--- src/rtl/bchfix_pkg.sv ---
package bchfix_pkg;
  typedef enum logic [2:0] {
    ST_IDLE, ST_FIX, ST_FIXWR, ST_SCAN, ST_FILL, ST_DONE
  } fix_state_t;

  // number of cleared bits in one byte
  function automatic logic [3:0] zero_bits(input logic [7:0] b);
    logic [3:0] n;
    n = 4'd0;
    for (int i = 0; i < 8; i++) n = n + {3'd0, ~b[i]};
    return n;
  endfunction

  // single-bit flip mask for a bit position within a byte
  function automatic logic [7:0] bit_mask(input logic [2:0] pos);
    return 8'h01 << pos;
  endfunction
endpackage

--- src/rtl/bchfix_unpack.sv ---
module bchfix_unpack #(
  parameter int NUM   = 8,
  parameter int OFS_W = 13,
  localparam int VEC_W = NUM * OFS_W
) (
  input  logic [VEC_W-1:0]           vec,
  output logic [NUM-1:0][OFS_W-1:0]  ofs
);
  for (genvar g = 0; g < NUM; g++) begin : g_slice
    assign ofs[g] = vec[g*OFS_W +: OFS_W];
  end
endmodule

--- src/rtl/bchfix_zscan.sv ---
module bchfix_zscan
  import bchfix_pkg::*;
#(
  parameter int LIMIT = 8,
  localparam int TW = $clog2(2*LIMIT + 1)
) (
  input  logic          clk,
  input  logic          rst_n,
  input  logic          clr,
  input  logic          acc_en,
  input  logic [7:0]    byte_in,
  output logic [TW-1:0] total,
  output logic          over
);
  assign over = (total > TW'(LIMIT));

  always_ff @(posedge clk or negedge rst_n) begin
    if (!rst_n)                total <= '0;
    else if (clr)              total <= '0;
    else if (acc_en && !over)  total <= total + TW'(zero_bits(byte_in));
  end
endmodule

--- src/rtl/bch_bitfix.sv ---
module bch_bitfix
  import bchfix_pkg::*;
#(
  parameter int SECTOR_BYTES = 512,
  parameter int ECC_BYTES    = 13,
  parameter int MAX_ERR      = 8,
  parameter int OFS_W        = 13,
  parameter int CNT_W        = 4,
  parameter int WORD_W       = 32,
  localparam int AW          = $clog2(SECTOR_BYTES + ECC_BYTES),
  localparam int VEC_W       = MAX_ERR * OFS_W,
  localparam int TOP_W       = VEC_W - 3*WORD_W
) (
  input  logic              clk,
  input  logic              rst_n,
  input  logic              start,
  input  logic              dec_ready,
  input  logic [CNT_W-1:0]  err_count,
  input  logic [WORD_W-1:0] ecc_w0,
  input  logic [WORD_W-1:0] ecc_w1,
  input  logic [WORD_W-1:0] ecc_w2,
  input  logic [TOP_W-1:0]  ecc_top,
  output logic              busy,
  output logic              done,
  output logic [CNT_W-1:0]  fixed_cnt,
  output logic              uncorrectable,
  output logic              mem_rd,
  output logic              mem_wr,
  output logic [AW-1:0]     mem_addr,
  output logic [7:0]        mem_wdata,
  input  logic [7:0]        mem_rdata
);
  localparam int TOTAL     = SECTOR_BYTES + ECC_BYTES;
  localparam int DATA_BITS = SECTOR_BYTES * 8;
  localparam int PW        = AW + 1;
  localparam int SW        = $clog2(MAX_ERR);
  localparam int TW        = $clog2(2*MAX_ERR + 1);

  fix_state_t                 state;
  logic [VEC_W-1:0]           vec_q;
  logic [CNT_W-1:0]           cnt_q;
  logic [CNT_W-1:0]           idx;
  logic [PW-1:0]              ptr;
  logic [AW-1:0]              hold_addr;
  logic [7:0]                 hold_mask;
  logic [CNT_W-1:0]           fixed_q;
  logic                       fail_q;
  logic                       pend;
  logic [MAX_ERR-1:0][OFS_W-1:0] ofs;
  logic [OFS_W-1:0]           cur_ofs;
  logic [TW-1:0]              ztotal;
  logic                       zover;

  // named events used by the checker
  logic accept, fix_more, in_data, fix_rd, fix_wr, scan_rd, fill_wr;

  bchfix_unpack #(.NUM(MAX_ERR), .OFS_W(OFS_W)) u_unpack (.vec(vec_q), .ofs(ofs));

  bchfix_zscan #(.LIMIT(MAX_ERR)) u_zscan (
    .clk(clk), .rst_n(rst_n), .clr(accept),
    .acc_en(pend && state == ST_SCAN), .byte_in(mem_rdata),
    .total(ztotal), .over(zover)
  );

  assign cur_ofs  = ofs[idx[SW-1:0]];
  assign accept   = (state == ST_IDLE) && start && dec_ready;
  assign fix_more = (idx < cnt_q);
  assign in_data  = (cur_ofs < OFS_W'(DATA_BITS));
  assign fix_rd   = (state == ST_FIX) && fix_more && in_data;
  assign fix_wr   = (state == ST_FIXWR);
  assign scan_rd  = (state == ST_SCAN) && (ptr < PW'(TOTAL)) && !zover;
  assign fill_wr  = (state == ST_FILL);

  assign mem_rd = fix_rd | scan_rd;
  assign mem_wr = fix_wr | fill_wr;

  always_comb begin
    mem_addr  = '0;
    mem_wdata = 8'h00;
    case (state)
      ST_FIX:   mem_addr = AW'(cur_ofs >> 3);
      ST_FIXWR: begin mem_addr = hold_addr; mem_wdata = mem_rdata ^ hold_mask; end
      ST_SCAN:  mem_addr = ptr[AW-1:0];
      ST_FILL:  begin mem_addr = ptr[AW-1:0]; mem_wdata = 8'hFF; end
      default:  mem_addr = '0;
    endcase
  end

  assign busy          = (state != ST_IDLE);
  assign done          = (state == ST_DONE);
  assign fixed_cnt     = fixed_q;
  assign uncorrectable = fail_q;

  always_ff @(posedge clk or negedge rst_n) begin
    if (!rst_n) begin
      state     <= ST_IDLE;
      vec_q     <= '0;
      cnt_q     <= '0;
      idx       <= '0;
      ptr       <= '0;
      hold_addr <= '0;
      hold_mask <= '0;
      fixed_q   <= '0;
      fail_q    <= 1'b0;
      pend      <= 1'b0;
    end else begin
      case (state)
        ST_IDLE: if (accept) begin
          vec_q   <= {ecc_top, ecc_w2, ecc_w1, ecc_w0};
          cnt_q   <= err_count;
          idx     <= '0;
          ptr     <= '0;
          pend    <= 1'b0;
          fixed_q <= '0;
          fail_q  <= 1'b0;
          if (err_count == '0)                    state <= ST_DONE;
          else if (err_count > CNT_W'(MAX_ERR))   state <= ST_SCAN;
          else                                    state <= ST_FIX;
        end
        ST_FIX: begin
          if (!fix_more) state <= ST_DONE;
          else if (in_data) begin
            hold_addr <= AW'(cur_ofs >> 3);
            hold_mask <= bit_mask(cur_ofs[2:0]);
            state     <= ST_FIXWR;
          end else idx <= idx + 1'b1;
        end
        ST_FIXWR: begin
          fixed_q <= fixed_q + 1'b1;
          idx     <= idx + 1'b1;
          state   <= ST_FIX;
        end
        ST_SCAN: begin
          pend <= scan_rd;
          if (scan_rd) ptr <= ptr + 1'b1;
          if (zover) begin
            fail_q <= 1'b1;
            state  <= ST_DONE;
          end else if (ptr == PW'(TOTAL) && !pend) begin
            ptr   <= '0;
            state <= ST_FILL;
          end
        end
        ST_FILL: begin
          ptr <= ptr + 1'b1;
          if (ptr == PW'(SECTOR_BYTES - 1)) state <= ST_DONE;
        end
        ST_DONE:  state <= ST_IDLE;
        default:  state <= ST_IDLE;
      endcase
    end
  end
endmodule

--- config.mk ---
export PLATFORM = sky130hd
export DESIGN_NAME = bch_bitfix
export DESIGN_NICKNAME = d
export VERILOG_FILES = /design/src/rtl/bchfix_pkg.sv /design/src/rtl/bchfix_unpack.sv /design/src/rtl/bchfix_zscan.sv /design/src/rtl/bch_bitfix.sv
export SDC_FILE = /design/constraint.sdc
export NUM_CORES = 1
export LEC_CHECK = 0
export BUFFER_PORTS_ARGS = -buffer_cell sky130_fd_sc_hd__buf_2
export CORE_ASPECT_RATIO = 0.5
export CORE_MARGIN = 4
export CORE_UTILIZATION = 30
export DETAILED_ROUTE_END_ITERATION = 7
export GPL_TIMING_DRIVEN = 0
export PLACE_DENSITY = 0.55
export SLEW_MARGIN = 10
export SYNTH_ARGS = -nofsm -noshare
export SYNTH_HDL_FRONTEND = slang
export SYNTH_SLANG_ARGS = --single-unit
--- constraint.sdc ---
create_clock -name clk -period 2.9 [get_ports clk]
set_input_delay 0.58 -clock clk [delete_from_list [all_inputs] [get_ports clk]]
set_output_delay 0.58 -clock clk [all_outputs]
set_load 0.01 [all_outputs]
==> results by group <==
Power and ir drop
  • Leakage: 5.06 nW
  • Peak VDD IR: 0.510 mV
  • Pwr per Cell Area: 1090 nW/um2

Place
  • I/O Buffers: 146
  • DP HPWL: 18.6 mm
  • Final RePlAce weighted congestion: 0.879

Setup path
  • Setup crit start: mem_rdata[1]
  • Cells on worst reg2reg path: 8
  • Largest delay share family, worst path: adder cells
  • CP peak stage delay: 0.50 ns
  • Crit path max fanout: 2
  • Worst EP arrival: 3.67 ns
  • R2R setup slack: 0.03 ns
  • WP data required: 3.24 ns
  • Reg-to-Reg Start: state[0]
  • Critical Path, Cell by Cell: buf_12 > inv_12 > ha_4 > fa_1 > fa_1 > fa_2 > inv_2 > fa_1 > fa_2 > nor2b_1 > or3_1 > a21oi_1
  • Buf/Inv on CP: 3
  • Reg2reg end: vec_q[36]
  • Setup CP Type: in2reg
  • Critical path capture point type: flop
  • Critical path's slowest cell: fa_1
  • Startpoint types: input port
  • Most used cell, CP: fa_1

STA
  • Slew @ Worst Pin: 0.768 ns
  • Setup ws final: -0.425 ns
  • Pins Over Slew Limit: 0
  • Slew HR: 48.8%
  • Setup-failing EPs final: 15
  • Hold Vio Cnt, Final: 0
  • Min Tclk post-route: 3.32 ns
  • F_max: 301 MHz
  • Post-route clock period utilization: 115%
  • Setup_tns: -2.89 ns
  • RSZ-0062 raised after global routing: true
  • Final Hold Slack: 0.0437 ns
  • Skew final: 0.00911 ns

Floorplanning
  • Io pins: 147
  • Die X: 240 um
  • Die Area: 29,700 um2
  • Initial Util: 30.5%
  • Placeable core area: 26,400 um2
  • Die height: 124 um
  • Rows: 42

Route
  • Vias per std cell: 4.94
  • DRC marker count from the first detailed-route iteration: 459
  • Detailed-route wire length: 25.1 mm
  • Final ANT Viol Nets: 0
  • Vias post-DR: 6,881
  • DRC viols: 0
  • WL/cell: 18.0 um
  • DRT Pass-1 Iters: 5

Hold path
  • Worst Hold Class: in2async

Logic synthesis
  • Commonest cells in the netlist: 342 x nand2_1, 155 x dfrtp_1, 35 x clkbuf_1
  • Largest cells by area after synthesis: dfrtp_1 48%, nand2_1 16%, mux4_2 7.3%
  • Syn Nets: 991
  • Ys flop type: dfrtp_1
  • Top-count cell post-synth: nand2_1
  • Sequential cell area fraction in the yosys report: 48.1%
  • Post-synth EDFFs: 0
  • Netlist Area Pre-Place: 8060 um2
  • Cells after Synth: 851
  • Post-synth ARST share: 100%
  • Yosys cell types: 61
  • Register bit total from synthesis: 155
  • Synth warn: 0
  • Synth top area share: 48.1%
  • Synth Area per Inst: 9.47 um2
  • Synth area leader: dfrtp_1

Finish
  • Share of layout cells above drive strength 1: 26.9%
  • Diode count: 0
  • Layout Nets: 1,169
  • Area growth from synthesis to layout: 26.9%
  • Util after Layout: 38.7%

Clock network
  • Clock buffer depth: 2
  • Clk slew on worst S/H paths: 0.06 ns
  • CTS sink count: 155
  • CTS Buf Count: 17
  • H-Tree Depth: 4
  • Hold Buf Count CTS: 0
  • Root Driver: clkbuf_16
  • CTS tree: yes
  • Later-pin clock latency in the skew report: 0.42 ns

Global route
  • Gr usage total: 16.9%
  • Largest net degree at the start of global routing: 112
  • Initial antenna violation count: 1
  • Vias in the first global route: 6,960
  • First-pass GRT wire length: 38.4 mm
  • GRT Residual Overflow: 0

Status
  • Status: complete, but fails checks
  • Failing checks: negative setup slack

Run
  • Max Cap Viol: 0
[per-layer routing]
metal  wire [um]  vias up  GRT usage [%]  share of wire, %
li1            -     3236              -                 -
met1       10900     3467           21.7                44
met2       12800      147           29.9                51
met3         896       29           3.30               3.6
met4         431        2           4.21               1.7
met5          13        -              0             0.052
[report_power, final]
| group | internal (W) | switching (W) |
|---|---|---|
| registers | 0.00310 | 0.000580 |
| clock network | 0.00143 | 0.000906 |
| logic | 0.00236 | 0.00274 |
[registers in the layout, indices dropped and copies added (netlist names)]
| name | flops |
|---|---|
| cnt_q | 4 |
| pend | 1 |
| vec_q | 104 |
| uncorrectable | 1 |
| fixed_cnt | 4 |
| hold_mask | 8 |
| ptr | 11 |
| hold_addr | 10 |
| idx | 4 |
| u_zscan.total | 5 |
| state | 3 |
[what timing repair did]
item,CTS,global route
pin swaps,10,7
setup endpoints to repair,23,72
gates resized for setup,59,8
buffers inserted,8,6
[layout by cell type, fill, tap and decap left out, types with 6 or more instances in the layout]
cell type,synthesis,routed
nand2_1,342,340
dfrtp_1,155,155
buf_2,4,143
clkbuf_1,35,29
mux4_2,26,26
inv_1,25,22
nand3_1,22,22
o21ai_0,33,20
clkbuf_16,0,17
mux2i_1,14,14
nor2_1,13,13
o21ai_1,2,13
ha_1,15,13
buf_4,1,12
buf_6,6,11
a32oi_1,11,11
a21oi_1,11,10
mux2_4,0,10
mux2_2,19,9
nor3_1,8,8
xnor2_1,9,8
and3_1,7,7
a22o_1,6,6
[kinds of logic (layout without fill, tap and decap cells)]
logic type,count (synthesis),after routing,share of synthesized area [%]
AOI/OAI and AO/OA,104,104,9.11
muxes,59,59,11.7
adders and majority gates,20,20,3.57
buffers and inverters,75,264,4.16
DFF,155,155,48.1
xor gates and xnor gates,12,12,1.30
and+or+nand+nor,426,426,22.1
[worst max path at each step]
stage / to / slack [ns] / cells past startpoint
global placement: vec_q[91] / -1.16 / 1
floorplan: u_zscan.total[2] / -0.65 / 11
CTS: u_zscan.total[2] / -0.43 / 12
finish: u_zscan.total[2] / -0.42 / 12
global route: u_zscan.total[2] / -0.54 / 12
detailed placement: u_zscan.total[2] / -0.99 / 12
[per-stage QoR]
step           setup slack [ns]  instances  total power [W]  instance area, um2
2_1_floorplan            -0.655        851          0.00671                8100
3_3_place_gp              -1.16       1349          0.00811                9270
3_5_place_dp             -0.987       1350          0.00825                9300
4_1_cts                  -0.428       1387           0.0110               10100
5_1_grt                  -0.543       1392           0.0118               10200
6_report                 -0.425       1392           0.0111               10200
[cell type report]
type | instances | area (um2)
buffer | 49 | 299
sequential | 155 | 3880
tap | 352 | 440
clock inverter | 11 | 173
inverter | 25 | 109
fill | 2592 | 16200
clock buffer | 19 | 433
timing repair buffer | 160 | 938
multi-input combinational | 621 | 3960
Note: power is estimated with default switching activity, not from simulation.
